$ cat config.mk
export PLATFORM = sky130hd
export DESIGN_NAME = baud_tick_gen
export DESIGN_NICKNAME = d
export VERILOG_FILES = /design/src/rtl/bgen_pkg.sv /design/src/rtl/bgen_ctrl.sv /design/src/rtl/bgen_presc.sv /design/src/rtl/bgen_reload.sv /design/src/rtl/bgen_ovs.sv /design/src/rtl/baud_tick_gen.sv
export SDC_FILE = /design/constraint.sdc
export NUM_CORES = 1
export LEC_CHECK = 0
export BUFFER_PORTS_ARGS = -buffer_cell sky130_fd_sc_hd__buf_2
export CAP_MARGIN = 20
export CORE_MARGIN = 3
export CORE_UTILIZATION = 35
export CTS_CLUSTER_DIAMETER = 100
export DETAILED_ROUTE_END_ITERATION = 6
export GPL_TIMING_DRIVEN = 0
export PLACE_DENSITY = 0.63
export SLEW_MARGIN = 10
export SYNTH_ARGS = -nofsm -noshare
export SYNTH_HDL_FRONTEND = slang
export SYNTH_SLANG_ARGS = --single-unit
export TNS_END_PERCENT = 5
$ cat constraint.sdc
create_clock -name clk -period 2.5 [get_ports clk]
set_input_delay 0.75 -clock clk [delete_from_list [all_inputs] [get_ports clk]]
set_output_delay 0.75 -clock clk [all_outputs]
set_load 0.005 [all_outputs]
$ cat src/rtl/bgen_pkg.sv
package bgen_pkg;

    localparam int unsigned RUN_BIT = 6;

    typedef enum logic [1:0] {
        SEL_DIV12 = 2'b00,
        SEL_DIV4  = 2'b01,
        SEL_DIV48 = 2'b10,
        SEL_DIV1  = 2'b11
    } presel_e;

    typedef struct packed {
        logic    run;
        presel_e sel;
    } ctrl_t;

    function automatic int unsigned sel_to_div(presel_e s);
        case (s)
            SEL_DIV12: return 12;
            SEL_DIV4:  return 4;
            SEL_DIV48: return 48;
            default:   return 1;
        endcase
    endfunction

endpackage

$ cat src/rtl/bgen_ctrl.sv
module bgen_ctrl
    import bgen_pkg::*;
(
    input  logic       clk,
    input  logic       rst_n,
    input  logic       reg_sel,
    input  logic       reg_wr,
    input  logic [7:0] reg_wdata,
    output logic [7:0] reg_rdata,
    output ctrl_t      ctrl_q,
    output ctrl_t      ctrl_d
);

    always_comb begin
        ctrl_d = ctrl_q;
        if (reg_sel && reg_wr) begin
            ctrl_d.run = reg_wdata[RUN_BIT];
            ctrl_d.sel = presel_e'(reg_wdata[1:0]);
        end
    end

    always_ff @(posedge clk or negedge rst_n) begin
        if (!rst_n) ctrl_q <= '{run: 1'b0, sel: SEL_DIV12};
        else        ctrl_q <= ctrl_d;
    end

    always_comb begin
        reg_rdata = 8'h00;
        if (reg_sel) begin
            reg_rdata[RUN_BIT] = ctrl_q.run;
            reg_rdata[1:0]     = ctrl_q.sel;
        end
    end

    // reserved positions never carry data
    p_rsvd_zero_r3: assert property (@(posedge clk) disable iff (!rst_n)
        (reg_rdata & 8'hBC) == 8'h00);

    // an unselected write leaves the register untouched
    p_wr_qualified_r3: assert property (@(posedge clk) disable iff (!rst_n)
        !(reg_sel && reg_wr) |=> $stable(ctrl_q));

endmodule

$ cat src/rtl/bgen_presc.sv
module bgen_presc
    import bgen_pkg::*;
#(
    parameter int unsigned PW = 6
) (
    input  logic  clk,
    input  logic  rst_n,
    input  ctrl_t cur,
    input  ctrl_t nxt,
    output logic  en
);

    typedef struct packed {
        logic [PW-1:0] cnt;
        logic [PW-1:0] lim;
    } pst_t;

    pst_t st_q, st_d;
    logic wrap;

    always_comb begin
        st_d = st_q;
        wrap = cur.run && (st_q.cnt == st_q.lim);
        if (!cur.run || !nxt.run) begin
            st_d.cnt = '0;
            st_d.lim = PW'(sel_to_div(nxt.sel) - 1);
        end else if (wrap) begin
            st_d.cnt = '0;
            st_d.lim = PW'(sel_to_div(cur.sel) - 1);
        end else begin
            st_d.cnt = st_q.cnt + 1'b1;
        end
    end

    assign en = wrap;

    always_ff @(posedge clk or negedge rst_n) begin
        if (!rst_n) st_q <= '{cnt: '0, lim: PW'(11)};
        else        st_q <= st_d;
    end

    // the ratio only changes at a wrap while running
    p_lim_steady_r5: assert property (@(posedge clk) disable iff (!rst_n)
        (cur.run && nxt.run && !wrap) |=> $stable(st_q.lim));

    p_cnt_bound_r2: assert property (@(posedge clk) disable iff (!rst_n)
        st_q.cnt <= st_q.lim);

endmodule

$ cat src/rtl/bgen_reload.sv
module bgen_reload #(
    parameter int unsigned CW = 16
) (
    input  logic          clk,
    input  logic          rst_n,
    input  logic          run_cur,
    input  logic          run_nxt,
    input  logic          en,
    input  logic [CW-1:0] reload,
    output logic          ovf
);

    typedef struct packed {
        logic [CW-1:0] cnt;
    } rst_t;

    rst_t st_q, st_d;

    always_comb begin
        st_d = st_q;
        ovf  = run_cur && en && (st_q.cnt == {CW{1'b1}});
        if (!run_cur || !run_nxt) begin
            st_d.cnt = reload;
        end else if (en) begin
            st_d.cnt = ovf ? reload : st_q.cnt + 1'b1;
        end
    end

    always_ff @(posedge clk or negedge rst_n) begin
        if (!rst_n) st_q <= '{cnt: '0};
        else        st_q <= st_d;
    end

    // counter only moves on a prescaler enable while running
    p_hold_no_en_r2: assert property (@(posedge clk) disable iff (!rst_n)
        (run_cur && run_nxt && !en) |=> $stable(st_q.cnt));

endmodule

$ cat src/rtl/bgen_ovs.sv
module bgen_ovs #(
    parameter int unsigned OVS = 16
) (
    input  logic clk,
    input  logic rst_n,
    input  logic run_cur,
    input  logic run_nxt,
    input  logic step,
    output logic hit
);

    localparam int unsigned SW = $clog2(OVS);

    typedef struct packed {
        logic [SW-1:0] sub;
    } ost_t;

    ost_t st_q, st_d;

    always_comb begin
        st_d = st_q;
        hit  = run_cur && step && (st_q.sub == SW'(OVS - 1));
        if (!run_cur || !run_nxt) begin
            st_d.sub = '0;
        end else if (step) begin
            st_d.sub = hit ? '0 : st_q.sub + 1'b1;
        end
    end

    always_ff @(posedge clk or negedge rst_n) begin
        if (!rst_n) st_q <= '{sub: '0};
        else        st_q <= st_d;
    end

    p_sub_clear_r1: assert property (@(posedge clk) disable iff (!rst_n)
        !run_nxt |=> (st_q.sub == '0));

endmodule

$ cat src/rtl/baud_tick_gen.sv
module baud_tick_gen
    import bgen_pkg::*;
#(
    parameter int unsigned CW  = 16,
    parameter int unsigned OVS = 16,
    parameter int unsigned PW  = 6
) (
    input  logic          clk,
    input  logic          rst_n,
    input  logic          reg_sel,
    input  logic          reg_wr,
    input  logic [7:0]    reg_wdata,
    output logic [7:0]    reg_rdata,
    input  logic [CW-1:0] reload,
    output logic          sample_tick,
    output logic          baud_tick
);

    typedef struct packed {
        logic sample;
        logic baud;
    } tick_t;

    ctrl_t ctrl_q, ctrl_d;
    logic  pre_en, ovf, hit;
    tick_t tk_q, tk_d;

    bgen_ctrl u_ctrl (
        .clk(clk), .rst_n(rst_n), .reg_sel(reg_sel), .reg_wr(reg_wr),
        .reg_wdata(reg_wdata), .reg_rdata(reg_rdata),
        .ctrl_q(ctrl_q), .ctrl_d(ctrl_d)
    );

    bgen_presc #(.PW(PW)) u_presc (
        .clk(clk), .rst_n(rst_n), .cur(ctrl_q), .nxt(ctrl_d), .en(pre_en)
    );

    bgen_reload #(.CW(CW)) u_reload (
        .clk(clk), .rst_n(rst_n), .run_cur(ctrl_q.run), .run_nxt(ctrl_d.run),
        .en(pre_en), .reload(reload), .ovf(ovf)
    );

    bgen_ovs #(.OVS(OVS)) u_ovs (
        .clk(clk), .rst_n(rst_n), .run_cur(ctrl_q.run), .run_nxt(ctrl_d.run),
        .step(ovf), .hit(hit)
    );

    always_comb begin
        tk_d        = '0;
        tk_d.sample = ovf && ctrl_d.run;
        tk_d.baud   = hit && ctrl_d.run;
    end

    always_ff @(posedge clk or negedge rst_n) begin
        if (!rst_n) tk_q <= '0;
        else        tk_q <= tk_d;
    end

    assign sample_tick = tk_q.sample;
    assign baud_tick   = tk_q.baud;

    p_halt_quiet_r1: assert property (@(posedge clk) disable iff (!rst_n)
        !ctrl_q.run |-> (!sample_tick && !baud_tick));

    p_baud_on_sample_r7: assert property (@(posedge clk) disable iff (!rst_n)
        baud_tick |-> sample_tick);

endmodule

**After elaboration in Yosys (flattened, before gate mapping)**

Index checks and enable logic that the tools add are counted.

- Add/subtract/negate cells: 5
- Multipliers: 0
- Divide/modulo/power cells: 0
- $lt $le $gt $ge: 0
- Equal/unequal tests: 7
- Shifts and indexed selects: 0
- Mux-type cells: 17
- Bitwise gates (word level): 0
- Reduce and logical (&&, ||, !) cells: 15

Operators with widths:

| operator | count |
|---|---|
| 2-to-1 mux 16 bit | 3 |
| case mux 6 bit (3 select lines) | 2 |
| 2-to-1 mux 6 bit | 5 |
| adder 16 x 1 -> 16 bit (second input constant) | 1 |
| equality test 16 bit (second input constant) | 1 |
| 2-to-1 mux 12 bit | 1 |
| 2-to-1 mux 4 bit | 3 |
| subtractor 6 x 1 -> 6 bit (second input constant) | 2 |
| logical AND 1 bit | 8 |
| adder 6 x 1 -> 6 bit (second input constant) | 1 |
| equality test 6 bit | 1 |
| adder 4 x 1 -> 4 bit (second input constant) | 1 |
| equality test 2 x 1 -> 1 bit (second input constant) | 2 |
| equality test 2 bit (second input constant) | 2 |
| equality test 4 bit (second input constant) | 1 |
| zero test 2 bit | 2 |
| nonzero test 2 bit | 2 |
| 2-to-1 mux 3 bit | 1 |
| zero test 1 bit | 2 |
| 2-to-1 mux 2 bit | 1 |
| logical OR 1 bit | 1 |
| 2-to-1 mux 1 bit | 1 |

- Flip-flop bits (word level): 37
- Bits in latches: 0
- Memory bits (writable): 0
- Bits in read-only memories: 0
- Input bits: 28
- Output and inout port bits: 10
- Logic and storage cells: 52
- Memories kept: 0

**Depth between registers and ports, before layout**

- Word-level depth: 9
- Mapped depth: 7
- Mapped depth without buffers: 6

**Modules after synthesis**

A second synthesis with hierarchy kept.

- Cell total of the unflattened synthesis: 221
- Area, all modules: 2,199.6 um2

By module, submodules not included:

| module | instances | cells each | area an instance (um2) | sequential area each (um2) |
|---|---|---|---|---|
| bgen_reload | 1 | 120 | 1,089.8 | 400.4 |
| bgen_presc | 1 | 59 | 638.1 | 277.8 |
| bgen_ovs | 1 | 22 | 219.0 | 100.1 |
| bgen_ctrl | 1 | 16 | 190.2 | 75.1 |
| baud_tick_gen | 1 | 4 | 62.6 | 50.0 |

**Worst setup path after synthesis**

No wires, ideal clock.

- Path type: input -> register
- Start: input reg_wr
- End: register u_presc.st_q[3] (netlist bit)
- Setup time: 0.082 ns
- Data arrival time: 1.972 ns
- Required time: 2.418 ns
- Path slack: 0.446 ns
- Stages: 6
- Buffers on the path: 0
- Cell sequence: nand2_1 > a21o_1 > mux2_2 > ha_1 > xnor2_1 > mux2_2

- Cells in the longest elaborated chain, start to end: 7
- Elaborated cells on any way between the ends: 12

RTL lines:

| element | RTL line | RTL |
|---|---|---|
| start: declaration | baud_tick_gen.sv:11 | `input logic reg_wr,` |
| logical AND 1 bit (*) | bgen_ctrl.sv:16 | `if (reg_sel && reg_wr) begin` |
| 2-to-1 mux 3 bit (*) | bgen_ctrl.sv:16 |  |
| equality test 2 bit (tied with other cells) | bgen_pkg.sv:18 | `case (s)` |
| case mux 6 bit (3 select lines) | bgen_pkg.sv:18 |  |
| 2-to-1 mux 6 bit | bgen_presc.sv:24 | `if (!cur.run \|\| !nxt.run) begin` |
| subtractor 6 x 1 -> 6 bit | bgen_presc.sv:26 | `st_d.lim = PW'(sel_to_div(nxt.sel) - 1);` |
| 2-to-1 mux 12 bit | bgen_presc.sv:24 |  |
| end signal: assignment | bgen_presc.sv:38 | `if (!rst_n) st_q <= '{cnt: '0, lim: PW'(11)};` |
| end signal: assignment | bgen_presc.sv:39 | `else st_q <= st_d;` |
| end: declaration | bgen_presc.sv:18 | `pst_t st_q, st_d;` |

Every way passes the cells marked *; elsewhere a longest branch is shown, timed or not. The select of a mux whose other input is x is not followed.
A chain may end at the register's enable or synchronous reset.

**Worst setup path after layout**

- Start: register u_reload.st_q[7] (netlist bit)
- End: register u_reload.st_q[5] (netlist bit)

- Cells in the longest elaborated chain, start to end: 5

RTL lines:

| element | RTL line | RTL |
|---|---|---|
| start: declaration | bgen_reload.sv:17 | `rst_t st_q, st_d;` |
| start signal: assignment | bgen_reload.sv:30 | `if (!rst_n) st_q <= '{cnt: '0};` |
| start signal: assignment | bgen_reload.sv:31 | `else st_q <= st_d;` |
| equality test 16 bit | bgen_reload.sv:21 | `ovf = run_cur && en && (st_q.cnt == {CW{1'b1}});` |
| logical AND 1 bit | bgen_reload.sv:21 |  |
| 2-to-1 mux 16 bit | bgen_reload.sv:25 | `st_d.cnt = ovf ? reload : st_q.cnt + 1'b1;` |
| 2-to-1 mux 16 bit | bgen_reload.sv:24 | `end else if (en) begin` |
| 2-to-1 mux 16 bit | bgen_reload.sv:22 | `if (!run_cur \|\| !run_nxt) begin` |

No other way between the ends. The select of a mux whose other input is x is not followed.

==> impl_metrics.csv <==
group,metric,value,unit
cells_and_area,final_cell_count_no_fill,342,
run_status,status,"completed",
floorplanning,io_pins,38,
place,place_congestion,0.7846,
clock_network,cts_hold_buffers,0,
detailed_routing,wl,5.083,mm
clock_network,cts.sinks,36,
cells_and_area,stdcell_area,0.002517,mm2
clock_network,cts_tree,"done",
clock_network,cts_buffers,5,
sta,setup_viol,0,
worst_setup_path,crit_required,2690,ps
hold_path,hold_path_class,"register to register",
global_routing,grt_pass1_wl,8.859,mm
worst_setup_path,critPathKind,"register to register",
sta,hold_ws,538.3,ps
worst_setup_path,critPathCaptureType,"register",
sta,drv_slew,0,
logic_synthesis,yosysWarnings,0,
floorplanning,die-area,0.007161,mm2
detailed_routing,drtAntennaViolNets,0,
place,place_area,0.002407,mm2
sta,layout_worst_path_cycle_share,87.62,%
floorplanning,fp-row-count,28,
sta,setup-tns-final,0,ps
worst_setup_path,arrival,2380,ps
global_routing,antenna_found_initial,0,
floorplanning,die_width,84.62,um
global_routing,grtUsageTotal,15.18,%
logic_synthesis,synth-edff-count,0,
place,place_inst,334,
logic_synthesis,syn-cell-area,0.002163,mm2
logic_synthesis,ys_types,53,
place,port_buffers,27,
clock_network,clk_pin_slew,70,ps
detailed_routing,wl_per_cell,14.86,um
clock_network,root_buffer,"clkbuf_8",
logic_synthesis,yosysTopAreaCell,"dfrtp_1",
detailed_routing,vias,1834,
global_routing,grt_pass1_vias,1817,
cells_and_area,antenna_cells,0,
global_routing,grt_overflow,0,
logic_synthesis,ys_dominant_reg_cell,"dfrtp_1",
detailed_routing,drc,0,
clock_network,h-tree-depth,2,
worst_setup_path,crit_fanout,8,
detailed_routing,drt-initial-drc-count,184,
cells_and_area,layout-drive-gt1-share,25.09,%
worst_setup_path,startpoint_type,"register",
cells_and_area,area_growth_syn_to_layout,16.37,%
logic_synthesis,ys_top_cells_by_area,"dfrtp_1, nor2_1, nand3_1",
logic_synthesis,ys_seq_area_share,41.76,%
detailed_routing,routed_via_density,5.363,
floorplanning,die_h,84.62,um
floorplanning,start_util,36.32,%
logic_synthesis,synth-seq-cells,36,
clock_network,clock_latency,290,ps
logic_synthesis,syn_avg_cell_area,9.488,um2
power_and_ir_drop,leakage,1.084,nW
clock_network,clockBufferDepth,2,
place,dp_hpwl,3.737,mm
detailed_routing,dr.pass1.iters,4,
sta,fmax,456.5,MHz
logic_synthesis,synth_top_area_share,39.33,%
power_and_ir_drop,ir_drop,353.0,uV
sta,hold_violations,0,
job,drv_cap,0,
logic_synthesis,syn_inst,228,
logic_synthesis,ys_async_sr_fraction,100.0,%
sta,worst_pin_slew,804.3,ps
cells_and_area,nets,298,
sta,rsz0062_at_grt,"no",
sta,slew_headroom,46.38,%
sta,skew,7.022,ps
power_and_ir_drop,p_per_area,679.9,mW/mm2
sta,layout_min_cycle_time,2190,ps
cells_and_area,n_fill_cell,583,
floorplanning,coreArea,0.005956,mm2
global_routing,grt_max_degree,37,
per-layer routing:
| metal | global-route usage, % | wire, um |
|---|---|---|
| met4 | 3.885 | 65 |
| met5 | 0 | 0 |
| met2 | 24.63 | 2472 |
| met1 | 20.99 | 2298 |
| met3 | 2.650 | 247 |
layout make-up:
class,instances,area (um2),area share (%)
Buffer,13,73.82,2.932
Clock buffer,6,72.57,2.883
Timing Repair Buffer,27,135.1,5.368
Clock inverter,2,35.03,1.392
Inverter,14,52.55,2.087
Multi-Input combinational cell,169,1151,45.73
Tap cell,75,93.84,3.728
Sequential cell,36,903.4,35.88
power by group:
part           leakage [nW]  switching, W  internal [W]
Sequential            0.440     0.0000985      0.000679
Combinational         0.589      0.000252      0.000178
Clock                0.0552      0.000209      0.000296
Total                  1.08      0.000559       0.00115
stage by stage:
stage | util (%) | setup slack [ps] | power [W]
4_1_cts | 42.23 | 195.9 | 0.001719
3_5_place_dp | 40.42 | 64.97 | 0.001215
6_report | 42.27 | 309.5 | 0.001711
3_3_place_gp | 40.42 | 79.15 | 0.001201
2_1_floorplan | - | 445.9 | 0.001076
5_1_grt | 42.27 | 151.2 | 0.001816
critical path: stages, from the launching register on:
cell and delay [ps]:
dfrtp_1 330, buf_2 180, nand4_1 190, nor4_2 660
nor2_1 280, and3_1 240, a211oi_1 220
cells in the mapped netlist (all sizes together), types with 2 or more instances:
cell type,count
or4,2
dfstp,2
a311oi,2
nor4,6
nor3,9
ha,4
mux2,6
inv,14
xor2,3
nor2,22
a211oi,8
and2,4
buf,10
a21oi,6
dfrtp,34
nand3,16
nand4,7
and3,5
o21ai,9
a311o,3
and4,2
or2,3
a221oi,2
mux2i,4
nand2,16
clkbuf,3
o211a,2
or3,2
o221a,5
xnor2,7
final timing paths:
path	depth (start not counted)	endpoint	slack, ps	start
max	6	u_reload.st_q[5]	310	u_reload.st_q[7]
min reg2reg	1	u_presc.st_q[4]	540	u_presc.st_q[4]
max in group asynchronous	1	u_ovs.st_q[1]	1440	rst_n
min in group asynchronous	1	u_reload.st_q[13]	550	rst_n
max reg2reg	6	u_reload.st_q[5]	310	u_reload.st_q[7]
min	1	u_presc.st_q[4]	540	u_presc.st_q[4]
flip-flops by register name, summed over array words and instances, names as in the netlist:
signal         flops
baud_tick          1
u_presc.st_q      11
sample_tick        1
u_reload.st_q     16
u_ctrl.ctrl_q      3
u_ovs.st_q         4
timing repair:
| action | 4_1_cts | 5_1_grt |
|---|---|---|
| gates resized for setup | 0 | 1 |
| setup buffers | 0 | 0 |
| endpoints found under the setup margin | 0 | 4 |
cell families (layout without fill, tap and decap cells):
group | after synthesis | count (layout) | synth area share, %
AND/OR/NAND/NOR | 94 | 94 | 23.66
flip-flops | 36 | 36 | 41.76
buffers and inverters | 27 | 62 | 5.841
AO/OA/AOI/OAI | 46 | 46 | 17.24
adder cells (fa/ha/maj) | 4 | 4 | 2.314
other | 1 | 5 | 0.1733
XOR/XNOR | 10 | 10 | 4.049
multiplexers | 10 | 10 | 4.974
cells in the final DEF, fill, tap and decap left out, types with 2 or more instances in the layout:
| cell | synthesis | final |
|---|---|---|
| dfrtp_1 | 34 | 34 |
| buf_2 | 5 | 32 |
| nor2_1 | 21 | 20 |
| nand2_1 | 15 | 15 |
| nand3_1 | 15 | 15 |
| inv_1 | 14 | 14 |
| a211oi_1 | 8 | 8 |
| xnor2_1 | 7 | 7 |
| nor3_1 | 7 | 7 |
| mux2_2 | 6 | 6 |
| nand4_1 | 6 | 6 |
| a21oi_1 | 6 | 6 |
| and3_1 | 5 | 5 |
| o21ai_1 | 5 | 5 |
| o221a_1 | 5 | 5 |
| nor4_1 | 5 | 5 |
| buf_4 | 5 | 5 |
| conb_1 | 1 | 5 |
| clkbuf_8 | 0 | 5 |
| clkbuf_1 | 3 | 4 |
| and2_1 | 4 | 4 |
| mux2i_1 | 4 | 4 |
| ha_1 | 4 | 4 |
| xor2_1 | 3 | 3 |
| a311o_1 | 3 | 3 |
| o21ai_0 | 3 | 3 |
| nor2_2 | 1 | 2 |
| and4_1 | 2 | 2 |
| or3_1 | 2 | 2 |
| or2_2 | 2 | 2 |
| a311oi_1 | 2 | 2 |
| o211a_1 | 2 | 2 |
| dfstp_2 | 2 | 2 |
(Power assumes the default switching activity.)
